<file path="config.mk">
export PLATFORM = sky130hd
export DESIGN_NAME = spi_mm_ctrl
export DESIGN_NICKNAME = d
export VERILOG_FILES = /design/src/rtl/spi_mm_pkg.sv /design/src/rtl/spi_mm_sync.sv /design/src/rtl/spi_mm_clkgen.sv /design/src/rtl/spi_mm_regs.sv /design/src/rtl/spi_mm_shifter.sv /design/src/rtl/spi_mm_ctrl.sv
export SDC_FILE = /design/constraint.sdc
export NUM_CORES = 1
export LEC_CHECK = 0
export ABC_AREA = 1
export BUFFER_PORTS_ARGS = -buffer_cell sky130_fd_sc_hd__buf_2
export CORE_MARGIN = 2
export CORE_UTILIZATION = 37
export CTS_CLUSTER_SIZE = 24
export DETAILED_ROUTE_END_ITERATION = 12
export GPL_ROUTABILITY_DRIVEN = 0
export PLACE_DENSITY_LB_ADDON = 0.12
export SYNTH_ARGS = -nofsm -noshare
export SYNTH_HDL_FRONTEND = slang
export SYNTH_HIERARCHICAL = 1
export SYNTH_SLANG_ARGS = --single-unit
</file>
<file path="constraint.sdc">
create_clock -name clk -period 2.9 [get_ports clk]
set_input_delay 0.435 -clock clk [delete_from_list [all_inputs] [get_ports clk]]
set_output_delay 0.435 -clock clk [all_outputs]
set_load 0.02 [all_outputs]
</file>
<file path="src/rtl/spi_mm_pkg.sv">
// Package: shared types and constants for the SPI master/slave controller.
// Assumes an 8-bit register bus and a fixed control-register bit layout.
package spi_mm_pkg;

    localparam int BYTE_W = 8;

    // Control register layout, bit 7 down to bit 0.
    typedef struct packed {
        logic       irq_en;
        logic       en;
        logic       lsb_first;
        logic       master;
        logic       cpol;
        logic       cpha;
        logic [1:0] rate;
    } ctrl_t;

    typedef enum logic [1:0] {
        ADDR_CTRL = 2'd0,
        ADDR_STAT = 2'd1,
        ADDR_DATA = 2'd2,
        ADDR_NONE = 2'd3
    } reg_addr_e;

    // SCK half-period in system clocks for each rate code.
    function automatic logic [6:0] half_cycles(input logic [1:0] rate);
        case (rate)
            2'd0:    half_cycles = 7'd2;
            2'd1:    half_cycles = 7'd8;
            2'd2:    half_cycles = 7'd32;
            default: half_cycles = 7'd64;
        endcase
    endfunction

endpackage

</file>
<file path="src/rtl/spi_mm_sync.sv">
// Module: multi-stage flop synchroniser for a vector of asynchronous pins.
// Assumes each bit is independent (no bus coherency needed).
module spi_mm_sync #(
    parameter int             W       = 2,
    parameter int             STAGES  = 2,
    parameter logic [W-1:0]   RST_VAL = '0
) (
    input  logic         clk,
    input  logic         rst_n,
    input  logic [W-1:0] d,
    output logic [W-1:0] q
);

    logic [W-1:0] stg [STAGES];

    // Shift the pin values through the synchroniser chain.
    always_ff @(posedge clk) begin
        if (!rst_n) begin
            for (int i = 0; i < STAGES; i++) stg[i] <= RST_VAL;
        end else begin
            stg[0] <= d;
            for (int i = 1; i < STAGES; i++) stg[i] <= stg[i-1];
        end
    end

    assign q = stg[STAGES-1];

endmodule

</file>
<file path="src/rtl/spi_mm_clkgen.sv">
// Module: master SCK generator. It toggles SCK every half-period while run is
// high and reports each toggle with its index within the frame.
// Assumes run drops no later than the cycle after the last edge.
module spi_mm_clkgen #(
    parameter int  EDGES = 16,
    localparam int EW    = $clog2(EDGES)
) (
    input  logic          clk,
    input  logic          rst_n,
    input  logic          run,
    input  logic          cpol,
    input  logic [1:0]    rate,
    output logic          sck,
    output logic          edge_pls,
    output logic [EW-1:0] edge_idx
);

    logic [6:0] cnt;
    logic [6:0] half;

    assign half     = spi_mm_pkg::half_cycles(rate);
    assign edge_pls = run && (cnt == half - 7'd1);

    // Count the half-period and toggle SCK; park at the polarity level when idle.
    always_ff @(posedge clk) begin
        if (!rst_n) begin
            cnt      <= '0;
            sck      <= 1'b0;
            edge_idx <= '0;
        end else if (!run) begin
            cnt      <= '0;
            sck      <= cpol;
            edge_idx <= '0;
        end else if (edge_pls) begin
            cnt      <= '0;
            sck      <= ~sck;
            edge_idx <= edge_idx + 1'b1;
        end else begin
            cnt      <= cnt + 7'd1;
        end
    end

endmodule

</file>
<file path="src/rtl/spi_mm_regs.sv">
// Module: register file for control, status and data. It also holds the
// completion flag and its two-step clear, and the mode-fault master clear.
// Assumes done and fault are single-cycle pulses.
module spi_mm_regs #(
    parameter int  REG_W = 8
) (
    input  logic               clk,
    input  logic               rst_n,
    input  logic               sel,
    input  logic               wr,
    input  logic               rd,
    input  logic [1:0]         addr,
    input  logic [REG_W-1:0]   wdata,
    input  logic [REG_W-1:0]   rx_byte,
    input  logic               done,
    input  logic               fault,
    output spi_mm_pkg::ctrl_t  ctrl_q,
    output logic               flag_q,
    output logic               data_wr,
    output logic [REG_W-1:0]   rdata
);
    import spi_mm_pkg::*;

    logic ctrl_wr;
    logic stat_rd;
    logic data_acc;
    logic armed_q;

    assign ctrl_wr  = sel && wr && (addr == ADDR_CTRL);
    assign stat_rd  = sel && rd && (addr == ADDR_STAT);
    assign data_wr  = sel && wr && (addr == ADDR_DATA);
    assign data_acc = sel && (rd || wr) && (addr == ADDR_DATA);

    // Control register: software write, with a mode fault forcing master off.
    always_ff @(posedge clk) begin
        if (!rst_n) begin
            ctrl_q <= '0;
        end else begin
            if (ctrl_wr) ctrl_q <= ctrl_t'(wdata[7:0]);
            if (fault)   ctrl_q.master <= 1'b0;
        end
    end

    // Completion flag: set on done or fault; cleared by a status read and then a data access.
    always_ff @(posedge clk) begin
        if (!rst_n) begin
            flag_q  <= 1'b0;
            armed_q <= 1'b0;
        end else if (done || fault) begin
            flag_q  <= 1'b1;
            armed_q <= 1'b0;
        end else if (data_acc && armed_q) begin
            flag_q  <= 1'b0;
            armed_q <= 1'b0;
        end else if (stat_rd && flag_q) begin
            armed_q <= 1'b1;
        end
    end

    // Read multiplexer.
    always_comb begin
        rdata = '0;
        case (addr)
            ADDR_CTRL: rdata[7:0] = ctrl_q;
            ADDR_STAT: rdata[REG_W-1] = flag_q;
            ADDR_DATA: rdata = rx_byte;
            default:   rdata = '0;
        endcase
    end

endmodule

</file>
<file path="src/rtl/spi_mm_shifter.sv">
// Module: transmit/receive shift engine for master and slave modes. It decodes
// sample and shift events from the master edge index or from synchronised
// slave SCK edges, and handles the slave deselect reset.
// Assumes sck_s and ss_s are already synchronised to clk.
module spi_mm_shifter #(
    parameter int  DATA_W = 8,
    localparam int BW     = $clog2(DATA_W),
    localparam int EW     = $clog2(2*DATA_W)
) (
    input  logic              clk,
    input  logic              rst_n,
    input  logic              en,
    input  logic              master,
    input  logic              lsb_first,
    input  logic              cpol,
    input  logic              cpha,
    input  logic              start,
    input  logic              wr_data,
    input  logic [DATA_W-1:0] wdata,
    input  logic              m_edge,
    input  logic [EW-1:0]     m_idx,
    input  logic              sck_s,
    input  logic              ss_s,
    input  logic              sdi,
    input  logic              abort,
    output logic              sdo,
    output logic              busy,
    output logic              done,
    output logic [DATA_W-1:0] rx_byte
);

    logic [DATA_W-1:0] tx_sh, tx_hold, rx_sh, rx_next;
    logic [BW-1:0]     bit_cnt;
    logic              s_first, sck_d;
    logic              m_lead, m_last, s_act, s_rise, s_fall, s_lead, s_trail;
    logic              do_sample, do_shift, byte_end, frame_clr;

    assign m_lead  = !m_idx[0];
    assign m_last  = (m_idx == EW'(2*DATA_W-1));
    assign s_act   = en && !master && !ss_s;
    assign s_rise  = sck_s && !sck_d;
    assign s_fall  = !sck_s && sck_d;
    assign s_lead  = s_act && (cpol ? s_fall : s_rise);
    assign s_trail = s_act && (cpol ? s_rise : s_fall);

    // Decode the sample and shift events for the active mode and phase.
    always_comb begin
        if (master) begin
            do_sample = busy && m_edge && (cpha ? !m_lead : m_lead);
            do_shift  = busy && m_edge && (cpha ? (m_lead && m_idx != '0) : !m_lead);
        end else begin
            do_sample = cpha ? s_trail : s_lead;
            do_shift  = cpha ? (s_lead && !s_first) : s_trail;
        end
    end

    assign rx_next   = lsb_first ? {sdi, rx_sh[DATA_W-1:1]} : {rx_sh[DATA_W-2:0], sdi};
    assign sdo       = lsb_first ? tx_sh[0] : tx_sh[DATA_W-1];
    assign byte_end  = do_sample && (bit_cnt == BW'(DATA_W-1));
    assign done      = master ? (busy && m_edge && m_last) : byte_end;
    assign frame_clr = !en || abort || (!master && ss_s) || start;

    // Delay the synchronised SCK by one cycle for edge detection.
    always_ff @(posedge clk) begin
        if (!rst_n) sck_d <= 1'b0;
        else        sck_d <= sck_s;
    end

    // Master busy: set on start, cleared on the final edge, on abort or when disabled.
    always_ff @(posedge clk) begin
        if (!rst_n)                busy <= 1'b0;
        else if (!en || abort)     busy <= 1'b0;
        else if (start)            busy <= 1'b1;
        else if (master && done)   busy <= 1'b0;
    end

    // Receive path and bit count; a frame clear drops any partial byte.
    always_ff @(posedge clk) begin
        if (!rst_n) begin
            rx_sh   <= '0;
            bit_cnt <= '0;
            s_first <= 1'b1;
            rx_byte <= '0;
        end else if (frame_clr) begin
            bit_cnt <= '0;
            s_first <= 1'b1;
        end else begin
            if (do_sample) begin
                rx_sh   <= rx_next;
                bit_cnt <= byte_end ? '0 : bit_cnt + 1'b1;
            end
            if (byte_end) begin
                rx_byte <= rx_next;
                s_first <= 1'b1;
            end else if (cpha && s_lead) begin
                s_first <= 1'b0;
            end
        end
    end

    // Hold register for the next transmit byte.
    always_ff @(posedge clk) begin
        if (!rst_n)       tx_hold <= '0;
        else if (wr_data) tx_hold <= wdata;
    end

    // Transmit shift register: loaded on start or while deselected, shifted on shift events.
    always_ff @(posedge clk) begin
        if (!rst_n) begin
            tx_sh <= '0;
        end else if (start) begin
            tx_sh <= wdata;
        end else if (!master && (ss_s || !en)) begin
            tx_sh <= wr_data ? wdata : tx_hold;
        end else if (do_shift) begin
            tx_sh <= lsb_first ? (tx_sh >> 1) : (tx_sh << 1);
        end
    end

endmodule

</file>
<file path="src/rtl/spi_mm_ctrl.sv">
// Module: top of the SPI master/slave controller. It connects registers, pin
// synchronisers, SCK generation and the shift engine, detects mode faults
// and drives pin enables and the interrupt request.
// Assumes pins are external to clk and need synchronising in slave mode.
module spi_mm_ctrl #(
    parameter int SYNC_STAGES = 2
) (
    input  logic       clk,
    input  logic       rst_n,
    input  logic       bus_sel,
    input  logic       bus_wr,
    input  logic       bus_rd,
    input  logic [1:0] bus_addr,
    input  logic [7:0] bus_wdata,
    output logic [7:0] bus_rdata,
    input  logic       irq_glb_en,
    output logic       irq,
    input  logic       ss_dir_out,
    input  logic       ss_i,
    input  logic       sck_i,
    output logic       sck_o,
    output logic       sck_oe,
    input  logic       mosi_i,
    output logic       mosi_o,
    output logic       mosi_oe,
    input  logic       miso_i,
    output logic       miso_o,
    output logic       miso_oe
);
    import spi_mm_pkg::*;

    localparam int EDGES = 2 * BYTE_W;
    localparam int EW    = $clog2(EDGES);

    ctrl_t             ctrl_q;
    logic              flag_q, data_wr, busy, done, fault, start;
    logic              ss_s, sck_s, m_edge, sdo, sdi;
    logic [EW-1:0]     m_idx;
    logic [BYTE_W-1:0] rx_byte;
    logic [1:0]        pins_s;

    spi_mm_sync #(.W(2), .STAGES(SYNC_STAGES), .RST_VAL(2'b10)) u_sync (
        .clk(clk), .rst_n(rst_n), .d({ss_i, sck_i}), .q(pins_s)
    );
    assign ss_s  = pins_s[1];
    assign sck_s = pins_s[0];

    assign fault = ctrl_q.en && ctrl_q.master && !ss_dir_out && !ss_s;
    assign start = data_wr && ctrl_q.en && ctrl_q.master && !busy && !fault;
    assign sdi   = ctrl_q.master ? miso_i : mosi_i;

    spi_mm_regs #(.REG_W(BYTE_W)) u_regs (
        .clk(clk), .rst_n(rst_n), .sel(bus_sel), .wr(bus_wr), .rd(bus_rd),
        .addr(bus_addr), .wdata(bus_wdata), .rx_byte(rx_byte), .done(done),
        .fault(fault), .ctrl_q(ctrl_q), .flag_q(flag_q), .data_wr(data_wr),
        .rdata(bus_rdata)
    );

    spi_mm_clkgen #(.EDGES(EDGES)) u_clkgen (
        .clk(clk), .rst_n(rst_n), .run(busy), .cpol(ctrl_q.cpol),
        .rate(ctrl_q.rate), .sck(sck_o), .edge_pls(m_edge), .edge_idx(m_idx)
    );

    spi_mm_shifter #(.DATA_W(BYTE_W)) u_shift (
        .clk(clk), .rst_n(rst_n), .en(ctrl_q.en), .master(ctrl_q.master),
        .lsb_first(ctrl_q.lsb_first), .cpol(ctrl_q.cpol), .cpha(ctrl_q.cpha),
        .start(start), .wr_data(data_wr), .wdata(bus_wdata), .m_edge(m_edge),
        .m_idx(m_idx), .sck_s(sck_s), .ss_s(ss_s), .sdi(sdi), .abort(fault),
        .sdo(sdo), .busy(busy), .done(done), .rx_byte(rx_byte)
    );

    // Pin drivers and interrupt request.
    assign sck_oe  = ctrl_q.en && ctrl_q.master;
    assign mosi_oe = ctrl_q.en && ctrl_q.master;
    assign mosi_o  = sdo;
    assign miso_o  = sdo;
    assign miso_oe = ctrl_q.en && !ctrl_q.master && !ss_s;
    assign irq     = flag_q && ctrl_q.irq_en && irq_glb_en;

endmodule

</file>
==> results of run 1 <==
==> path summary, 6_finish.rpt <==
kind	from	endpoint	slack, ns	depth (start not counted)
max reg2reg	u_regs/ctrl_q[0]	u_regs/armed_q	0.30	19
min	ss_i	u_sync/stg[0][1]	0.26	3
min reg2reg	u_sync/stg[0][0]	u_sync/stg[0][2]	0.41	2
max	u_regs/ctrl_q[0]	u_regs/armed_q	0.30	19
==> logic make-up after synthesis <==
| group | synth area share (%) |
|---|---|
| XOR/XNOR | 0.7316 |
| flip-flops | 35.67 |
| buffers and inverters | 12.61 |
| AND/OR/NAND/NOR | 35.77 |
| AO/OA/AOI/OAI | 13.48 |
| adder cells (fa/ha/maj) | 1.742 |
==> power by group <==
part,internal (W),switching [W],total [W]
Combinational,0.0000517,0.0000998,0.000152
Clock,0.000568,0.000365,0.000934
Sequential,0.000895,0.0000138,0.000908
Total,0.00151,0.000479,0.00199
==> layout make-up <==
class / count / share of cell area [%]
clock buffer: 10 / 3.122
tap: 129 / 3.949
inverter: 87 / 8.111
clock inverter: 6 / 2.632
timing repair buffer: 41 / 5.387
multi-input combinational: 370 / 45.45
sequential: 64 / 31.34
==> cell usage after synthesis <==
library cell / instances
o21ai_4: 1
buf_2: 6
clkbuf_2: 1
nand2_1: 132
o21ai_1: 4
nor3_4: 1
nand3_2: 5
nand3_4: 2
inv_1: 76
nand2_2: 11
o211ai_1: 1
buf_6: 2
nor2_2: 3
clkinv_1: 2
nor2_1: 77
xor2_1: 3
clkinv_4: 1
o21ai_0: 47
ha_1: 5
nand3b_1: 1
nand2b_1: 1
buf_4: 6
inv_2: 8
nor3b_1: 3
nand3_1: 18
nand4_1: 15
a21oi_1: 16
a22o_2: 7
buf_1: 2
and3_1: 1
a211oi_4: 1
or2_4: 1
or2_2: 1
clkbuf_1: 3
dfxtp_1: 64
nor2_4: 4
a21oi_2: 4
nor3_1: 5
==> tightest hold or removal path, stage by stage <==
cell	delay [ns]
buf_2	0.07
inv_1	0.03
nand2_1	0.04
==> placed cells by master, fill, tap and decap left out, types with 11 or more instances in the layout <==
cell type / Yosys / layout
a21oi_1: 16 / 16
nand2_1: 132 / 132
buf_2: 6 / 35
nand4_1: 15 / 15
nand3_1: 18 / 18
inv_1: 76 / 76
nor2_1: 77 / 77
dfxtp_1: 64 / 64
nand2_2: 11 / 11
o21ai_0: 47 / 47
==> registers in the layout (all words and copies together) (netlist names) <==
signal             flops
u_shift/busy           1
u_shift/sck_d          1
u_regs/ctrl_q          8
u_shift/bit_cnt        3
u_shift/rx_sh          8
u_shift/rx_byte        8
u_sync/stg             4
u_clkgen/sck           1
u_shift/s_first        1
u_clkgen/cnt           7
u_clkgen/edge_idx      4
u_regs/armed_q         1
u_shift/tx_hold        8
u_shift/tx_sh          8
u_regs/flag_q          1
==> metal layers <==
metal / up-vias / global-route usage, % / routed length, microns
met5: - / 0 / 0
met4: 0 / 6.051 / 118
met3: 12 / 4.542 / 542
met2: 79 / 26.90 / 3693
met1: 1513 / 24.98 / 4414
li1: 1752 / - / -
==> metrics by stage <==
stage	hold slack, ns	instances
final	0.2649	707
after global routing	0.2628	707
after CTS	0.2566	707
after detailed placement	0.3921	691
after global placement	0.3919	691
after floorplan	0.3795	541
==> reports/qor.yml, run 1 <==
min_path_type: "in2reg"
post-cts-setup-buffers: 0
cpPeakStageDelay_ns: 0.43
track_usage_pct: 17.89
vias_per_cell: 4.747
cts_buffers: 9
period_share_pct: 89.57
outcome: "completed"
syn_inst: 541
yosysTopAreaCell: "dfxtp_1"
drt_pass1_iterations: 5
peakVddDrop_mv: 0.2455
p_total_w: 0.001994
yosys_warnings: 6
initial_core_util_pct: 38.51
post-route-min-period_ns: 2.597
grt_pass1_vias: 3078
htreeDepth: 3
maxSlewViolCount: 0
num_io_pins: 36
rsz0062_at_grt: "no"
vias: 3356
synth_area_sq_mm: 0.003592
wl_mm: 8.768
path_class: "reg2reg"
p_per_area_mw_per_mm2: 487.7
setup_slack_ns: 0.3025
cp_common_cell: "nand2_1"
cp-start-kind: "register"
worstPathMaxFanout: 15
dp_slack_ns: 0.3133
stdcell_area_sq_mm: 0.004088
crit_arrival_ns: 2.84
area_delta_synth_final_pct: 13.79
grt_start_max_net_pins: 35
cp_top_family: "simple AND/OR/NAND/NOR gates"
num_rows: 35
clock_skew_ns: 0.01192
wl_per_cell_microns: 12.40
antenna_found_initial: 0
path_clk_slew_ns: 0.07
die_x_microns: 102.5
multi_input_area_sq_mm: 0.001858
drc: 0
gr-total-overflow: 0
path_cells: "inv_1 -> nand2_2 -> ha_1 -> nand2_1 -> nand2_2 -> nor2_4 -> nand2_2 -> nor2_4 -> nand2_1 -> clkinv_1 -> nand2_1 -> nor2_1 -> nand2b_1 -> nand3_2 -> nand2_1 -> o21ai_0 -> nor2_1 -> nand3_1 -> nor2_1"
cts_max_path_buffers: 2
leakage_nw: 1.807
ys_seq_area_share_pct: 35.67
synthTopCellsByArea: "dfxtp_1 (36%), nand2_1 (14%), nor2_1 (8.0%), inv_1 (7.9%), o21ai_0 (6.5%)"
final.setup.tns_ns: 0
drt_iter0_markers: 98
maxSlewHeadroom_pct: 65.74
clk_latency_ns: 0.35
synth.distinct_cells: 38
dpl.hpwl_mm: 6.550
cts_hold_buf: 0
drv_cap: 0
worst_pin_slew_ns: 0.5133
crit_buf_inv: 2
crit_slowest_cell: "dfxtp_1"
cts_tree: "yes"
regArea_sq_mm: 0.001281
max_freq_mhz: 385.0
fin_util_pct: 43.82
required_ns: 3.14
syn-num-nets: 567
grt_pass1_wl_mm: 14.61
finalHoldViolCount: 0
ys_seq_elements: 64
setup_viol: 0
diodes: 0
portBuffers: 35
num-nets-final: 599
core_sq_mm: 0.009328
end_kind: "register"
dieArea_sq_mm: 0.01051
die_y_microns: 102.5
ctsResizeCount: 0
root_buffer: "clkbuf_8"
n_fill_cell: 994
antenna_left: 0
layout-drive-gt1-share_pct: 18.34
avgSynthCellArea_sq_um: 6.640
synth_top_area_share_pct: 35.67
dpl_cell_area_sq_mm: 0.003852
clock_sinks: 64
(Power assumes the default switching activity.)
==> run 2: changes to the inputs <==
--- a/config.mk
+++ b/config.mk
@@ -13,6 +13,7 @@
 export DETAILED_ROUTE_END_ITERATION = 12
 export GPL_ROUTABILITY_DRIVEN = 0
 export PLACE_DENSITY_LB_ADDON = 0.12
+export SETUP_SLACK_MARGIN = 0.4
 export SYNTH_ARGS = -nofsm -noshare
 export SYNTH_HDL_FRONTEND = slang
 export SYNTH_HIERARCHICAL = 1
==> reports/qor.yml, run 2 (synthesis gave the netlist of run 1 again) <==
gr-total-overflow: 0  # unchanged
final_cell_mix: "nand2_1 (127), nor2_1 (76), inv_1 (74)"
htreeDepth: 3  # unchanged
num_rows: 35  # unchanged
cp-start-kind: "register"
clock_skew_ns: 0.01231  # +0.0003899 ns
path_clk_slew_ns: 0.07  # about the same
end_kind: "register"
final.setup.tns_ns: 0  # unchanged
dpl_cell_area_sq_mm: 0.003852  # unchanged
drv_cap: 0  # unchanged
stdcell_area_sq_mm: 0.004208  # +2.9%
num_io_pins: 36  # unchanged
setup_slack_ns: 0.5433  # +0.2408 ns
grt_start_max_net_pins: 35  # unchanged
p_per_area_mw_per_mm2: 474.8  # -2.7%
setup_viol: 0  # unchanged
max_freq_mhz: 424.3  # +10%
required_ns: 3.14  # about the same
hold_ws_ns: 0.2642  # -0.0007200 ns
post-route-min-period_ns: 2.357  # -0.2408 ns
crit_arrival_ns: 2.60  # -0.24 ns
path_class: "reg2reg"
die_x_microns: 102.5  # unchanged
wl_mm: 9.073  # +3.5%
grt_pass1_wl_mm: 14.70  # +0.57%
rsz0062_at_grt: "yes"
period_share_pct: 81.26  # -8.3 points
clkPwrFrac_pct: 46.7  # about the same
worst_pin_slew_ns: 0.5402  # +0.02692 ns
clk_latency_ns: 0.35  # about the same
clock_sinks: 64  # unchanged
initial_core_util_pct: 38.51  # unchanged
worstPathMaxFanout: 8  # -7
vias: 3377  # +0.63%
die_y_microns: 102.5  # unchanged
diodes: 0  # unchanged
outcome: "completed"
min_path_type: "in2reg"
num-nets-final: 606  # +1.2%
layout-drive-gt1-share_pct: 21.37  # +3.0 points
vias_per_cell: 4.730  # -0.36%
area_delta_synth_final_pct: 17.14
root_buffer: "clkbuf_8"
dp_slack_ns: 0.3133  # unchanged
cts_tree: "yes"
antenna_found_initial: 0  # unchanged
cts_hold_buf: 0  # unchanged
grt_pass1_vias: 3095  # +0.55%
maxSlewHeadroom_pct: 63.99  # -1.8 points
finalHoldViolCount: 0  # unchanged
drt_iter0_markers: 107  # +9.2%
fin_util_pct: 45.11  # +1.3 points
p_sw_w: 0.0004816  # +0.53%
portBuffers: 35  # unchanged
drt_pass1_iterations: 4  # -1
cell_internal_pwr_w: 0.001516  # +0.11%
peakVddDrop_mv: 0.2378  # -3.1%
drc: 0  # unchanged
dieArea_sq_mm: 0.01051  # unchanged
track_usage_pct: 18.00  # +0.11 points
leakage_nw: 1.857  # +2.8%
cts_buffers: 9  # unchanged
swShare_pct: 24.10  # +0.077 points
pwr-share-seq_pct: 45.4  # -0.2 points
comb_power_share_pct: 7.8  # +0.2 points
antenna_left: 0  # unchanged
core_sq_mm: 0.009328  # unchanged
layout_commonest_cell: "nand2_1"
cts_max_path_buffers: 2  # unchanged
wl_per_cell_microns: 12.71  # +2.5%
maxSlewViolCount: 0  # unchanged
dpl.hpwl_mm: 6.550  # unchanged
run 2: cell types whose count changed in the layout (fill, tap and decap cells not counted), sizes merged:
| cell | previous run | this run |
|---|---|---|
| clkinv | 5 | 4 |
| inv | 84 | 85 |
| buf | 41 | 47 |
| nand3 | 25 | 26 |
run 2: final cells by class:
cell class | count | area (sq um)
clock buffer | 10 | 127.6
clock inverter | 6 | 107.6
fill | 988 | 5120
inverter | 87 | 334.1
multi-input combinational | 371 | 1923
sequential | 64 | 1289
tap | 129 | 161.4
timing repair buffer | 47 | 265.3
run 2: power groups by stage:
stage	registers, W	logic (W)	clock network (W)
CTS	0.000908	0.000152	0.000958
global placement	0.000928	0.000151	0
global route	0.000910	0.000178	0.000998
detailed placement	0.000929	0.000151	0
finish	0.000908	0.000157	0.000933
floorplan	0.000924	0.000106	0
run 2: repair_timing:
action                     4_1_cts  5_1_grt
setup endpoints to repair       18       29
resized for setup                2       18
pin swaps                        1        6
hold endpoints to repair         0        0
cloned                           0        1
buffers inserted                 3        3
run 2: through the flow:
step,total power (W),std cells
6_report,0.001998,714
5_1_grt,0.002086,714
4_1_cts,0.002018,710
3_5_place_dp,0.001080,691
3_3_place_gp,0.001079,691
2_1_floorplan,0.001030,541
run 2: layer usage:
layer  track usage, %  vias to the layer above  wire (microns)
met5                0                        -               0
met4            6.051                        0              87
li1                 -                     1770               -
met2            27.15                       84            3941
met3            4.542                       11             550
met1            25.10                     1512            4493
run 2: worst paths after layout:
check                           slack (ns)  cells after the start               end             start
worst max register to register        0.54                     20    u_regs/armed_q  u_regs/ctrl_q[1]
worst max-delay path                  0.54                     20    u_regs/armed_q  u_regs/ctrl_q[1]
worst min register to register        0.41                      2  u_sync/stg[0][2]  u_sync/stg[0][0]
worst min-delay path                  0.26                      3  u_sync/stg[0][1]              ss_i
run 2: worst max-delay path, stage by stage, from the launching register on:
cell	delay (ns)
dfxtp_4	0.37
inv_4	0.07
nand2_2	0.06
ha_4	0.27
inv_1	0.04
nand2_2	0.07
nand2_2	0.06
nor2_4	0.09
nand2_2	0.07
nor2_4	0.15
nand2_2	0.07
inv_2	0.06
nand2_1	0.06
nor2_2	0.16
nand2b_1	0.11
nand3_4	0.14
nand2_2	0.07
o21ai_1	0.15
nor2_1	0.08
nand3_1	0.08
nor2_1	0.04
==> run 3: changes to the inputs <==
--- a/config.mk
+++ b/config.mk
@@ -5,7 +5,7 @@
 export SDC_FILE = /design/constraint.sdc
 export NUM_CORES = 1
 export LEC_CHECK = 0
-export ABC_AREA = 1
+export ABC_AREA = 0
 export BUFFER_PORTS_ARGS = -buffer_cell sky130_fd_sc_hd__buf_2
 export CORE_MARGIN = 2
 export CORE_UTILIZATION = 37
==> constraint.sdc (replaced) <==
create_clock -name clk -period 1.92 [get_ports clk]
set_input_delay 0.288 -clock clk [delete_from_list [all_inputs] [get_ports clk]]
set_output_delay 0.288 -clock clk [all_outputs]
set_load 0.02 [all_outputs]
==> reports/qor.yml, run 3 <==
cp_common_cell: "nand4b_1"
cts_hold_buf: 0  # unchanged
synth_area_sq_mm: 0.003520  # -2.0%
peakVddDrop_mv: 0.3759  # +58%
worst-r2r-cell-count: 13  # -35%
final_cell_mix: "dfxtp_1 (57), buf_4 (52), mux2i_1 (40)"
layout_commonest_cell: "dfxtp_1"
final_cells: 574  # -20%
finalHoldViolCount: 0  # unchanged
wl_mm: 9.051  # -0.24%
dieArea_sq_mm: 0.01031  # -1.9%
yosysTopAreaCell: "dfxtp_1"
num_io_pins: 36  # unchanged
track_usage_pct: 18.50  # +0.50 points
clock_sinks: 64  # unchanged
portBuffers: 35  # unchanged
vias: 2946  # -13%
synth_top_area_share_pct: 36.40  # +0.74 points
core_sq_mm: 0.009240  # -0.94%
period_share_pct: 128.5  # +47 points
crit_buf_inv: 2  # -1
ys_seq_elements: 64  # unchanged
rsz0062_at_grt: "yes"
path_clk_slew_ns: 0.07  # about the same
initial_core_util_pct: 38.09  # -0.42 points
syn-num-nets: 386  # -32%
drt_iter0_markers: 122  # +14%
path_cells: "or2_4 -> ha_4 -> xor2_1 -> nand4b_1 -> a21oi_4 -> and2_4 -> and3_4 -> buf_6 -> nand4b_1 -> o2111ai_2 -> nor2_4 -> buf_12 -> mux2i_1"
post-route-min-period_ns: 2.468  # +0.1110 ns
layout-drive-gt1-share_pct: 39.10  # +18 points
drv_cap: 0  # unchanged
maxSlewHeadroom_pct: 49.77  # -14 points
ys_seq_area_share_pct: 36.40  # +0.74 points
synth_fa_ha_area_share_pct: 1.777  # +0.036 points
end_kind: "register"
synth_compound_area_share_pct: 14.86  # +1.4 points
met3_usage_pct: 4.348  # -0.19 points
maxSlewViolCount: 0  # unchanged
cts_max_path_buffers: 2  # unchanged
p_per_area_mw_per_mm2: 675.6  # +42%
drt_pass1_iterations: 4  # unchanged
path_class: "reg2reg"
worstPathMaxFanout: 8  # unchanged
outcome: "complete, but fails checks"
setup_slack_ns: -0.5477  # -1.091 ns
die_x_microns: 101.5  # -0.98%
htreeDepth: 3  # unchanged
antenna_found_initial: 0  # unchanged
gr-total-overflow: 0  # unchanged
final.setup.tns_ns: -14.38  # -14.38 ns
num-nets-final: 466  # -23%
num_rows: 35  # unchanged
wl_per_cell_microns: 15.77  # +24%
grt_use_met1_pct: 25.61  # +0.51 points
violations: "setup timing"
yosys.area_share.simple_pct: 22.22  # -14 points
crit_end: "u_shift/tx_sh[6]"
worst-path-stages: 13  # -35%
syn_inst: 360  # -33%
dp.cells: 544  # -21%
dpl.hpwl_mm: 6.423  # -1.9%
fin_util_pct: 50.06  # +5.0 points
synth_top_family_by_area: "simple AND/OR/NAND/NOR gates"
cts_buffers: 9  # unchanged
area_delta_synth_final_pct: 31.43
p_total_w: 0.003125  # +56%
vias_per_cell: 5.132  # +8.5%
synth_ff_type: "dfxtp_1"
yosysMostFrequentCell: "dfxtp_1"
die_y_microns: 101.5  # -0.98%
clk_latency_ns: 0.34  # about the same
synth_mux_area_share_pct: 15.43  # +15 points
use_met2_pct: 28.90  # +1.7 points
crit_path_start: "u_regs/ctrl_q[0]"
crit_slowest_cell: "dfxtp_2"
synthTopCellsByArea: "dfxtp_1 (36%), mux2i_1 (12%), mux2_2 (3.2%), nor2b_1 (3.0%), nor3b_1 (3.0%)"
diodes: 0  # unchanged
synth_xor_area_share_pct: 2.488  # +1.8 points
setup_viol: 31  # +31
r2r_start: "u_regs/ctrl_q[0]"
grt_start_max_net_pins: 43  # +23%
avgSynthCellArea_sq_um: 9.777  # +47%
grt_pass1_vias: 2874  # -7.1%
grt_pass1_wl_mm: 14.74  # +0.28%
leakage_nw: 1.762  # -5.1%
required_ns: 2.14  # -1.00 ns
synth_common_cells: "dfxtp_1 (64), mux2i_1 (43), nand2_1 (22)"
min_path_type: "in2reg"
worstReg2RegEnd: "u_shift/tx_sh[6]"
cts_tree: "yes"
cpPeakStageDelay_ns: 0.33  # -0.04 ns
crit_arrival_ns: 2.69  # +0.09 ns
drc: 0  # unchanged
synth.distinct_cells: 59  # +55%
busiest_layer: "met2"
worst_pin_slew_ns: 0.7535  # +0.2133 ns
rrSetupSlack_ns: -0.55  # -1.09 ns
synth_edf_count: 0  # unchanged
root_buffer: "clkbuf_8"
clock_skew_ns: 0.01166  # -0.0006563 ns
max_freq_mhz: 405.2  # -4.5%
yosys_warnings: 6  # unchanged
synth-async-reset-ratio_pct: 0  # unchanged
antenna_left: 0  # unchanged
cp_top_family: "simple AND/OR/NAND/NOR gates"
cp-start-kind: "register"
## run 3: cell count changes after synthesis, sizes merged, moves of 12 or more
cell   delta
inv      -79
nor2b    +17
mux2i    +43
nand2   -119
nand3    -19
nor2     -70
nor3b    +12
nand4    -15
o21ai    -48
## run 3: logic make-up (layout without fill, tap and decap cells)
group | Yosys count | after routing
AO/OA/AOI/OAI | 65 | 65
XOR/XNOR | 10 | 10
adder cells (fa/ha/maj) | 5 | 5
buffers and inverters | 32 | 117
flip-flops | 64 | 64
multiplexers | 53 | 53
AND/OR/NAND/NOR | 131 | 131
## run 3: how the worst min path moves through the flow
stage	from	end	slack [ns]	depth (start not counted)
final	ss_i	u_sync/stg[0][1]	0.14	2
after global routing	ss_i	u_sync/stg[0][1]	0.13	2
after CTS	ss_i	u_sync/stg[0][1]	0.12	2
after detailed placement	u_sync/stg[0][1]	u_sync/stg[0][3]	0.40	1
after global placement	u_sync/stg[0][1]	u_sync/stg[0][3]	0.40	1
after floorplan	rst_n	u_sync/stg[0][1]	0.36	1
## run 3: layout make-up
class / instances / area [sq um]
fillers: 854 / 4614
clock inverters: 7 / 142.6
multi-input cells: 264 / 2126
repair buffers: 96 / 753.2
clock buffers: 9 / 123.9
flip-flops and latches: 64 / 1300
well taps: 129 / 161.4
inverters: 5 / 18.77
## run 3: repair_timing
action | CTS | global route
setup buffers | 11 | 2
endpoints found under the setup margin | 52 | 52
resized for setup | 18 | 37
cloned | 0 | 1
pin swaps | 6 | 6
## run 3: report_power, final
group          switching, W  total (W)  internal, W
clock              0.000557    0.00156     0.000999
combinational      0.000105   0.000212     0.000107
sequential        0.0000164    0.00136      0.00134
total              0.000678    0.00312      0.00245
## run 3: per-stage QoR
stage / cell area [sq um] / setup slack [ns] / hold slack [ns]
6_report: 4626 / -0.5477 / 0.1360
3_5_place_dp: 4064 / -0.5686 / 0.3953
3_3_place_gp: 4064 / -0.5045 / 0.4013
2_1_floorplan: 3558 / -0.6885 / 0.3610
5_1_grt: 4626 / -0.6608 / 0.1333
4_1_cts: 4463 / -0.5622 / 0.1248
## run 3: routing by layer
layer | vias to the layer above | wire, microns
met1 | 1418 | 4538
li1 | 1475 | -
met3 | 6 | 277
met4 | 0 | 72
met5 | - | 0
met2 | 47 | 4162
